File: config.mk
export PLATFORM = sky130hd
export DESIGN_NAME = psq_squarer
export DESIGN_NICKNAME = d
export VERILOG_FILES = /design/src/rtl/psq_pkg.sv /design/src/rtl/psq_seed.sv /design/src/rtl/psq_stage.sv /design/src/rtl/psq_squarer.sv
export SDC_FILE = /design/constraint.sdc
export NUM_CORES = 1
export LEC_CHECK = 0
export BUFFER_PORTS_ARGS = -buffer_cell sky130_fd_sc_hd__clkbuf_2
export CORE_UTILIZATION = 41
export DETAILED_ROUTE_END_ITERATION = 16
export PLACE_DENSITY = 0.86
export SLEW_MARGIN = 15
export SYNTH_ARGS = -nofsm -noshare
export SYNTH_HDL_FRONTEND = slang
export SYNTH_SLANG_ARGS = --single-unit
export TNS_END_PERCENT = 30
File: constraint.sdc
create_clock -name vclk -period 6.2
set_input_delay 0.93 -clock vclk [all_inputs]
set_output_delay 0.93 -clock vclk [all_outputs]
set_load 0.02 [all_outputs]
File: src/rtl/psq_pkg.sv
// Package: shared helpers for the partial-square squarer.
// Assumes the operand width is at least 2.
package psq_pkg;

    // Lowest bit index of partial slot j inside the flattened slot bus.
    function automatic int slot_lo(input int w, input int j);
        return j * 2 * w;
    endfunction

endpackage

File: src/rtl/psq_seed.sv
// Module: psq_seed
// Forms the first running square from operand bit 0 alone.
// The self term of bit 0 is the bit itself, and bit 1 is always zero.
module psq_seed #(
    parameter int W = 6
) (
    input  logic [W-1:0]   op_i,
    output logic [2*W-1:0] sq_o
);
    localparam int DW = 2 * W;

    // Place bit 0 at weight 1; every other position is zero.
    always_comb begin
        sq_o    = '0;
        sq_o[0] = op_i[0];
    end
endmodule

File: src/rtl/psq_stage.sv
// Module: psq_stage
// Adds operand bit S to the square of op[S-1:0]. The result is the square of op[S:0].
// The terms added are the self term x_S at weight 2S and the folded cross
// terms x_S*op[S-1:0] at weight S+1.
// Assumes 1 <= S <= W-1.
module psq_stage #(
    parameter int W = 6,
    parameter int S = 1
) (
    input  logic [W-1:0]   op_i,
    input  logic [2*W-1:0] prev_i,
    output logic [2*W-1:0] next_o
);
    localparam int DW = 2 * W;

    logic [DW-1:0] cross_row;
    logic [DW-1:0] self_row;

    // Build the folded cross row and the self term, then accumulate.
    always_comb begin
        cross_row = '0;
        if (op_i[S]) begin
            cross_row = DW'(op_i[S-1:0]) << (S + 1);
        end
        self_row = DW'(op_i[S]) << (2 * S);
        next_o   = prev_i + cross_row + self_row;
    end
endmodule

File: src/rtl/psq_squarer.sv
// Module: psq_squarer (top)
// Unsigned squarer built as a chain of W accumulation steps, least significant bit first.
// Each step's running square is exported as a slot of partial_o. The last step is the full square.
// Purely combinational. Assumes W >= 2.
module psq_squarer #(
    parameter int W = 6
) (
    input  logic [W-1:0]     op_i,
    output logic [2*W-1:0]   square_o,
    output logic [W*2*W-1:0] partial_o
);
    import psq_pkg::*;

    localparam int DW = 2 * W;

    logic [DW-1:0] run_sq [W];

    psq_seed #(.W(W)) u_seed (
        .op_i (op_i),
        .sq_o (run_sq[0])
    );

    // One accumulation step per operand bit above bit 0.
    for (genvar s = 1; s < W; s++) begin : g_step
        psq_stage #(.W(W), .S(s)) u_step (
            .op_i   (op_i),
            .prev_i (run_sq[s-1]),
            .next_o (run_sq[s])
        );
    end

    // Export every running square as a slot.
    for (genvar j = 0; j < W; j++) begin : g_slot
        assign partial_o[slot_lo(W, j) +: DW] = run_sq[j];
    end

    assign square_o = run_sq[W-1];
endmodule

Word level (Yosys, flattened, before mapping)
Index checks and enable logic that the tools add are counted.
- flip-flop bits (word level): 0
- word-level logic and storage cells: 15
- $add $sub $neg: 10
- mux-type cells: 5
- operators with widths (cell ; count):
    $add A12 B12 Y12 ; 4
    $add A1 B12 Y12 ; 1
    $add A12 B11 Y12 ; 1
    $add A12 B3 Y12 ; 1
    $add A12 B5 Y12 ; 1
    $add A12 B7 Y12 ; 1
    $add A12 B9 Y12 ; 1
    $mux W11 ; 1
    $mux W9 ; 1
    $mux W7 ; 1
    $mux W5 ; 1
    $mux W3 ; 1

Depth between registers and ports, before layout
Gate-level depths: netlist of the first run.
- word-level depth: 11
- gate-level depth with buffers: 19
- mapped depth without buffers: 18

Cells and area by module
Synthesis of the first run repeated with hierarchy kept, for this count alone.
- cells, all modules: 189
- area, all modules: 1496.4 um2
- modules (own cells, without submodules) (module ; times used ; cells each ; area each (um2) ; sequential area each (um2)):
    psq_stage at g_step[5].u_step ; 1 ; 38 ; 310.3 ; 0.0
    psq_stage at g_step[4].u_step ; 1 ; 35 ; 301.5 ; 0.0
    psq_stage at g_step[3].u_step ; 1 ; 32 ; 267.8 ; 0.0
    psq_stage at g_step[2].u_step ; 1 ; 31 ; 234.0 ; 0.0
    psq_stage at g_step[1].u_step ; 1 ; 28 ; 198.9 ; 0.0
    psq_seed ; 1 ; 13 ; 93.8 ; 0.0
    psq_squarer ; 1 ; 12 ; 90.1 ; 0.0

Worst setup path after synthesis of the first run
Ideal clock, no wire load.
- kind: in2out
- from: in op_i[0]
- to: out square_o[11]
- arrival time: 5897 ps
- data required time: 5270 ps
- setup slack: -627 ps
- cell stages on the path: 17
- path buffers: 1
- cells stage by stage: and2_1 ha_1 xnor2_1 ha_1 ha_1 inv_1 fa_1 xor2_1 ha_1 fa_1 xor2_1 ha_1 fa_1 a21o_1 a21oi_2 xnor2_1 buf_4
- word-level cells in the longest chain between the ends: 11
- RTL lines (item ; RTL line ; RTL):
    from (decl) ; psq_squarer.sv:8 ; input logic [W-1:0] op_i,
    $mux W3 ; psq_stage.sv:22 ; if (op_i[S]) begin
    $add A1 B12 Y12 ; psq_stage.sv:26 ; next_o = prev_i + cross_row + self_row;
    $add A12 B3 Y12 ; psq_stage.sv:26 ;
    $add A12 B12 Y12 * ; psq_stage.sv:26 ;
    $add A12 B5 Y12 * ; psq_stage.sv:26 ;
    via partial_o[28] ; psq_squarer.sv:10 ; output logic [W*2*W-1:0] partial_o
    $add A12 B12 Y12 * ; psq_stage.sv:26 ;
    $add A12 B7 Y12 * ; psq_stage.sv:26 ;
    via partial_o[43] ; psq_squarer.sv:10 ;
    $add A12 B12 Y12 * ; psq_stage.sv:26 ;
    $add A12 B9 Y12 * ; psq_stage.sv:26 ;
    via partial_o[56] ; psq_squarer.sv:10 ;
    $add A12 B12 Y12 * ; psq_stage.sv:26 ;
    $add A12 B11 Y12 * ; psq_stage.sv:26 ;
    to (decl) ; psq_squarer.sv:9 ; output logic [2*W-1:0] square_o,
The timed path passes the listed nets; every way through them passes the cells marked *.

Worst setup path after layout of the first run
- from: in op_i[2]
- to: out partial_o[71]
- word-level cells in the longest chain between the ends: 9
- RTL lines (item ; RTL line):
    $mux W5 ; psq_stage.sv:22
    $add A12 B12 Y12 ; psq_stage.sv:26
    $add A12 B5 Y12 ; psq_stage.sv:26
    $add A12 B12 Y12 ; psq_stage.sv:26
    $add A12 B7 Y12 ; psq_stage.sv:26
    $add A12 B12 Y12 ; psq_stage.sv:26
    $add A12 B9 Y12 ; psq_stage.sv:26
    $add A12 B12 Y12 * ; psq_stage.sv:26
    $add A12 B11 Y12 * ; psq_stage.sv:26
    to (decl) ; psq_squarer.sv:10
Every way passes the cells marked *; elsewhere a longest branch is shown, timed or not.

==> results of run 1 <==
## final timing paths
check                   start       endpoint  slack, ns
worst max-delay path  op_i[2]  partial_o[71]       0.23
worst min-delay path  op_i[0]  partial_o[38]       2.24
## power breakdown
group	total [µW]	switching (µW)	internal [µW]
clock network	0	0	0
registers	0	0	0
logic	170	116	53.3
total	170	116	53.3
## layout by cell type, fill, tap and decap left out, types with 3 or more instances in the layout
cell       n
xor2_2     3
ha_1      16
buf_4      3
inv_1      4
clkbuf_2  53
a21oi_1    3
a21o_1     3
conb_1    35
and2_1    12
## cells by family (layout without fill, tap and decap cells)
| logic type | Yosys count | in the layout | share of synthesized area, % |
|---|---|---|---|
| buffers and inverters | 67 | 61 | 46.4 |
| adders and majority gates | 23 | 23 | 30.5 |
| and+or+nand+nor | 20 | 20 | 11.0 |
| AOI/OAI and AO/OA | 9 | 9 | 5.88 |
| xor gates and xnor gates | 7 | 7 | 5.88 |
| other | 1 | 35 | 0.359 |
## layout make-up
type / count / area, µm²
inverters: 5 / 18.8
repair buffers: 56 / 288
fillers: 237 / 1190
multi-input cells: 94 / 761
well taps: 28 / 35.0
## critical path, cell delays in order
cell and delay, ns:
clkbuf_2 0.14, and2_1 0.18, ha_4 0.18, xnor2_4 0.13, ha_2 0.18, ha_1 0.15
inv_1 0.05, fa_1 0.49, inv_2 0.05, ha_1 0.29, ha_2 0.20, fa_2 0.55
ha_1 0.24, ha_1 0.23, fa_2 0.35, a21o_1 0.20, a21oi_2 0.19, xnor2_2 0.14
buf_4 0.16
## per-stage QoR
stage	setup slack, ns	total power (µW)
floorplan	0.00959	170
global placement	0.150	166
detailed placement	0.0894	169
CTS	0.0891	169
global route	0.0179	184
finish	0.228	170
## per-layer routing
| metal | GRT usage [%] | up-vias | part of all wire [%] |
|---|---|---|---|
| met3 | 0 | 0 | 7.2 |
| met5 | 0 | - | 0 |
| li1 | - | 365 | - |
| met4 | 0 | 0 | 0 |
| met1 | 16.6 | 319 | 42 |
| met2 | 21.5 | 48 | 51 |
## cell usage after synthesis
cell type | n | area [µm²]
conb_1 | 1 | 3.75
nor2b_1 | 2 | 12.5
nand2_1 | 2 | 7.51
xor2_1 | 4 | 35.0
nand2b_1 | 1 | 6.26
ha_1 | 19 | 238
a21o_1 | 3 | 22.5
a21oi_1 | 3 | 15.0
and2_1 | 13 | 81.3
inv_1 | 5 | 18.8
xnor2_1 | 3 | 26.3
nor2_1 | 2 | 7.51
buf_4 | 62 | 465
fa_1 | 4 | 80.1
a21oi_2 | 2 | 17.5
o22ai_1 | 1 | 6.26
## repair_timing
action | in CTS | in global routing
endpoints found under the hold margin | 0 | 0
endpoints found under the setup margin | 0 | 2
resized for setup | 0 | 7
==> metrics, run 1 <==
status=finished, final reports clean; CP endpoint kind=primary output; dpl cell area=1090 µm²; Syn Area/Cell=~8 µm²; Fin Setup TNS=0 ns; worst hold margin=roughly 2.2 ns; ANT cells=0; Starting DRT DRC Count=1; Post-Syn Area=1040 µm²; kind of critical path=in -> out; initial antenna violation count=0; core area=2300 µm²; vias in the first global route=585; post-detailed-route wirelength per cell=9.02 µm; chip width=about 52 µm; DP HPWL=1520 µm; YS warnings=0; Avg Vias per Cell=around 4.0; Highest Clock Rate=0.167 GHz; Seq. cell area=0 µm²; first-pass GRT wire length=2550 µm; HP Class=in -> out; starting density of the core=about 45%; total setup buffers inserted after CTS=0; Die H=roughly 52 µm; Finished Core Util=48.0%; layout cell share with drive strength beyond 1=45.2%; hold path cells=3; Routed WL=1650 µm; Seq/Total Area, Yosys=0%; IO buf count=55; DR vias=732; Netlist cell types=16; RePlAce Congestion=0.725; Arr. time, crit path=5.04 ns; # setup viols final=0; grt total ovfl=0; largest net degree at the start of global routing=10; FFs & Latches=0; final-stage net count=186; cells after synthesis=127; # Max-Cap Violations=0; Die Area=approximately 2800 µm²; unrepaired setup endpoints after global routing=false; # rows=17; # IOs=90; Pleak=~0.0007 µW; CP startpoint kind=input pin; Finished Layout Cells=183; clock buffer count in the final layout=0; Worst Path Required=about 5.3 ns; final hold violation count=0; post-route DRC violation count=0; GRT Total Usage=around an eighth; crit path max fanout=7; Final Cycle Share=96.3%; Post-CTS Hold Buffers=0; min cycle time layout=5.97 ns; Antenna Violating Nets Remaining=0; Worst IR Drop VDD=0.0902 mV; Power Dens Cells=154 nW/µm²; drt pass-1 iters=3; dpl cells=183; Synth-to-Final Area Change=5.64%; final instance area=1100 µm²; Max Slew Vio Count=0
No activity file was read; power rests on OpenSTA's default activity.
==> inputs of run 2 (changes only) <==
--- a/config.mk
+++ b/config.mk
@@ -6,9 +6,10 @@
 export NUM_CORES = 1
 export LEC_CHECK = 0
 export BUFFER_PORTS_ARGS = -buffer_cell sky130_fd_sc_hd__clkbuf_2
-export CORE_UTILIZATION = 41
+export CAP_MARGIN = 20
+export CORE_UTILIZATION = 36
 export DETAILED_ROUTE_END_ITERATION = 16
-export PLACE_DENSITY = 0.86
+export PLACE_DENSITY = 0.77
 export SLEW_MARGIN = 15
 export SYNTH_ARGS = -nofsm -noshare
 export SYNTH_HDL_FRONTEND = slang
==> metrics, run 2 (synthesis gave the netlist of run 1 again) <==
status=finished, final reports clean; initial antenna violation count=0 (unchanged); starting density of the core=37.8% (-7.6 points); clock buffer count in the final layout=0 (unchanged); first-pass GRT wire length=2550 µm (unchanged); post-route DRC violation count=0 (unchanged); ANT cells=0 (unchanged); min cycle time layout=6.02 ns (+0.0463 ns); FFs & Latches=0 (unchanged); CP Cell Sequence=clkbuf_2 > and2_2 > ha_4 > xnor2_4 > ha_2 > ha_1 > inv_1 > fa_1 > inv_2 > ha_1 > ha_1 > fa_2 > ha_1 > ha_1 > fa_2 > a21o_1 > a21oi_2 > xnor2_2 > buf_4; Die H=55.8 µm (+6.5%); Critical Path Most Common Cell=ha_1; Clk pwr share=0% (unchanged); # setup viols final=0 (unchanged); post-detailed-route wirelength per cell=9.09 µm (+0.83%); Synth-to-Final Area Change=5.64% (unchanged); Starting DRT DRC Count=13 (+12); GRT Total Usage=9.51% (-2.3 points); Die Area=3120 µm² (+13%); Worst Path Required=5.27 ns (about the same); RePlAce Congestion=0.761 (+4.9%); Pleak=0.000703 µW (+0.15%); final-stage net count=186 (unchanged); Avg Vias per Cell=3.92 (-1.9%); kind of critical path=in -> out; Seq. cell area=0 µm² (unchanged); Worst IR Drop VDD=0.0759 mV (-16%); final hold violation count=0 (unchanged); grt total ovfl=0 (unchanged); fillers=311 (+31%); most common cell after layout, fill and taps aside=clkbuf_2; Power Dens Cells=154 nW/µm² (-0.24%); # Max-Cap Violations=0 (unchanged); largest net degree at the start of global routing=12 (+2); most frequent cells in the layout=clkbuf_2 (53), conb_1 (35), ha_1 (17); HP Class=in -> out; vias in the first global route=593 (+1.4%); # IOs=90 (unchanged); Fin Setup TNS=0 ns (unchanged); Buf/Inv on CP=4 (unchanged); core area=2760 µm² (+20%); CP endpoint kind=primary output; power after layout=169 µW (-0.24%); Final Cycle Share=97.1% (+0.75 points); unrepaired setup endpoints after global routing=false; DR vias=730 (-0.27%); # rows=19 (+2); crit path max fanout=7 (unchanged); DP HPWL=1540 µm (+0.99%); P_sw=116 µW (-0.16%); layout cell share with drive strength beyond 1=44.5% (-0.65 points); Sequential Power Share=0% (unchanged); combinational share of power=100.0% (about the same); chip width=55.8 µm (+6.5%); dpl cells=186 (+1.6%); Finished Layout Cells=186 (+1.6%); Post-CTS Hold Buffers=0 (unchanged); CP startpoint kind=input pin; Cell Int Power=53.1 µW (-0.39%); Arr. time, crit path=5.09 ns (+0.05 ns); IO buf count=55 (unchanged); Worst path slowest cell=fa_2; Highest Clock Rate=0.166 GHz (-0.77%); largest stage delay on the critical path=0.57 ns (+0.02 ns); drt pass-1 iters=6 (+3); Sw Share=68.6% (about the same); crit-path leading delay family=adder cells; Max Slew Vio Count=0 (unchanged); Routed WL=1690 µm (+2.5%); Antenna Violating Nets Remaining=0 (unchanged)
==> run 2: cell counts in the layout (fill, tap and decap cells not counted) <==
Identical to the previous run, type by type.
==> run 2: worst paths after layout <==
path                    start             to  slack (ns)  cells past startpoint
worst max-delay path  op_i[1]  partial_o[71]        0.18                     19
worst min-delay path  op_i[0]  partial_o[48]        2.27                      3
==> run 2: power groups by stage <==
stage | sequential, µW | clock (µW) | combinational [µW]
floorplan | 0 | 0 | 170
global placement | 0 | 0 | 168
detailed placement | 0 | 0 | 170
CTS | 0 | 0 | 170
global route | 0 | 0 | 182
finish | 0 | 0 | 169
==> run 2: area by class of cell <==
class	instances	area, µm²	area share (%)
repair buffers	56	288	26.1
inverters	5	18.8	1.70
multi-input cells	94	757	68.7
well taps	31	38.8	3.52
==> run 2: per-layer routing <==
layer,GRT usage [%],vias up,wire length (µm)
met1,12.8,332,695
li1,-,365,-
met4,0,0,0
met2,18.1,33,885
met5,0,-,0
met3,0.233,0,110
==> run 2: timing repair <==
item	4_1_cts	5_1_grt
setup buffers	0	0
endpoints found under the setup margin	0	2
resized for setup	0	5
==> run 2: metrics by stage <==
stage,utilization [%],instance area [µm²],hold WS (ns),setup WS (ns)
after global routing,40.0,1100,2.29,0.0132
final,40.0,1100,2.27,0.182
after detailed placement,39.7,1090,2.27,0.0870
after floorplan,-,1240,1.97,0.00959
after CTS,39.7,1090,2.27,0.0913
after global placement,39.7,1090,2.27,0.148
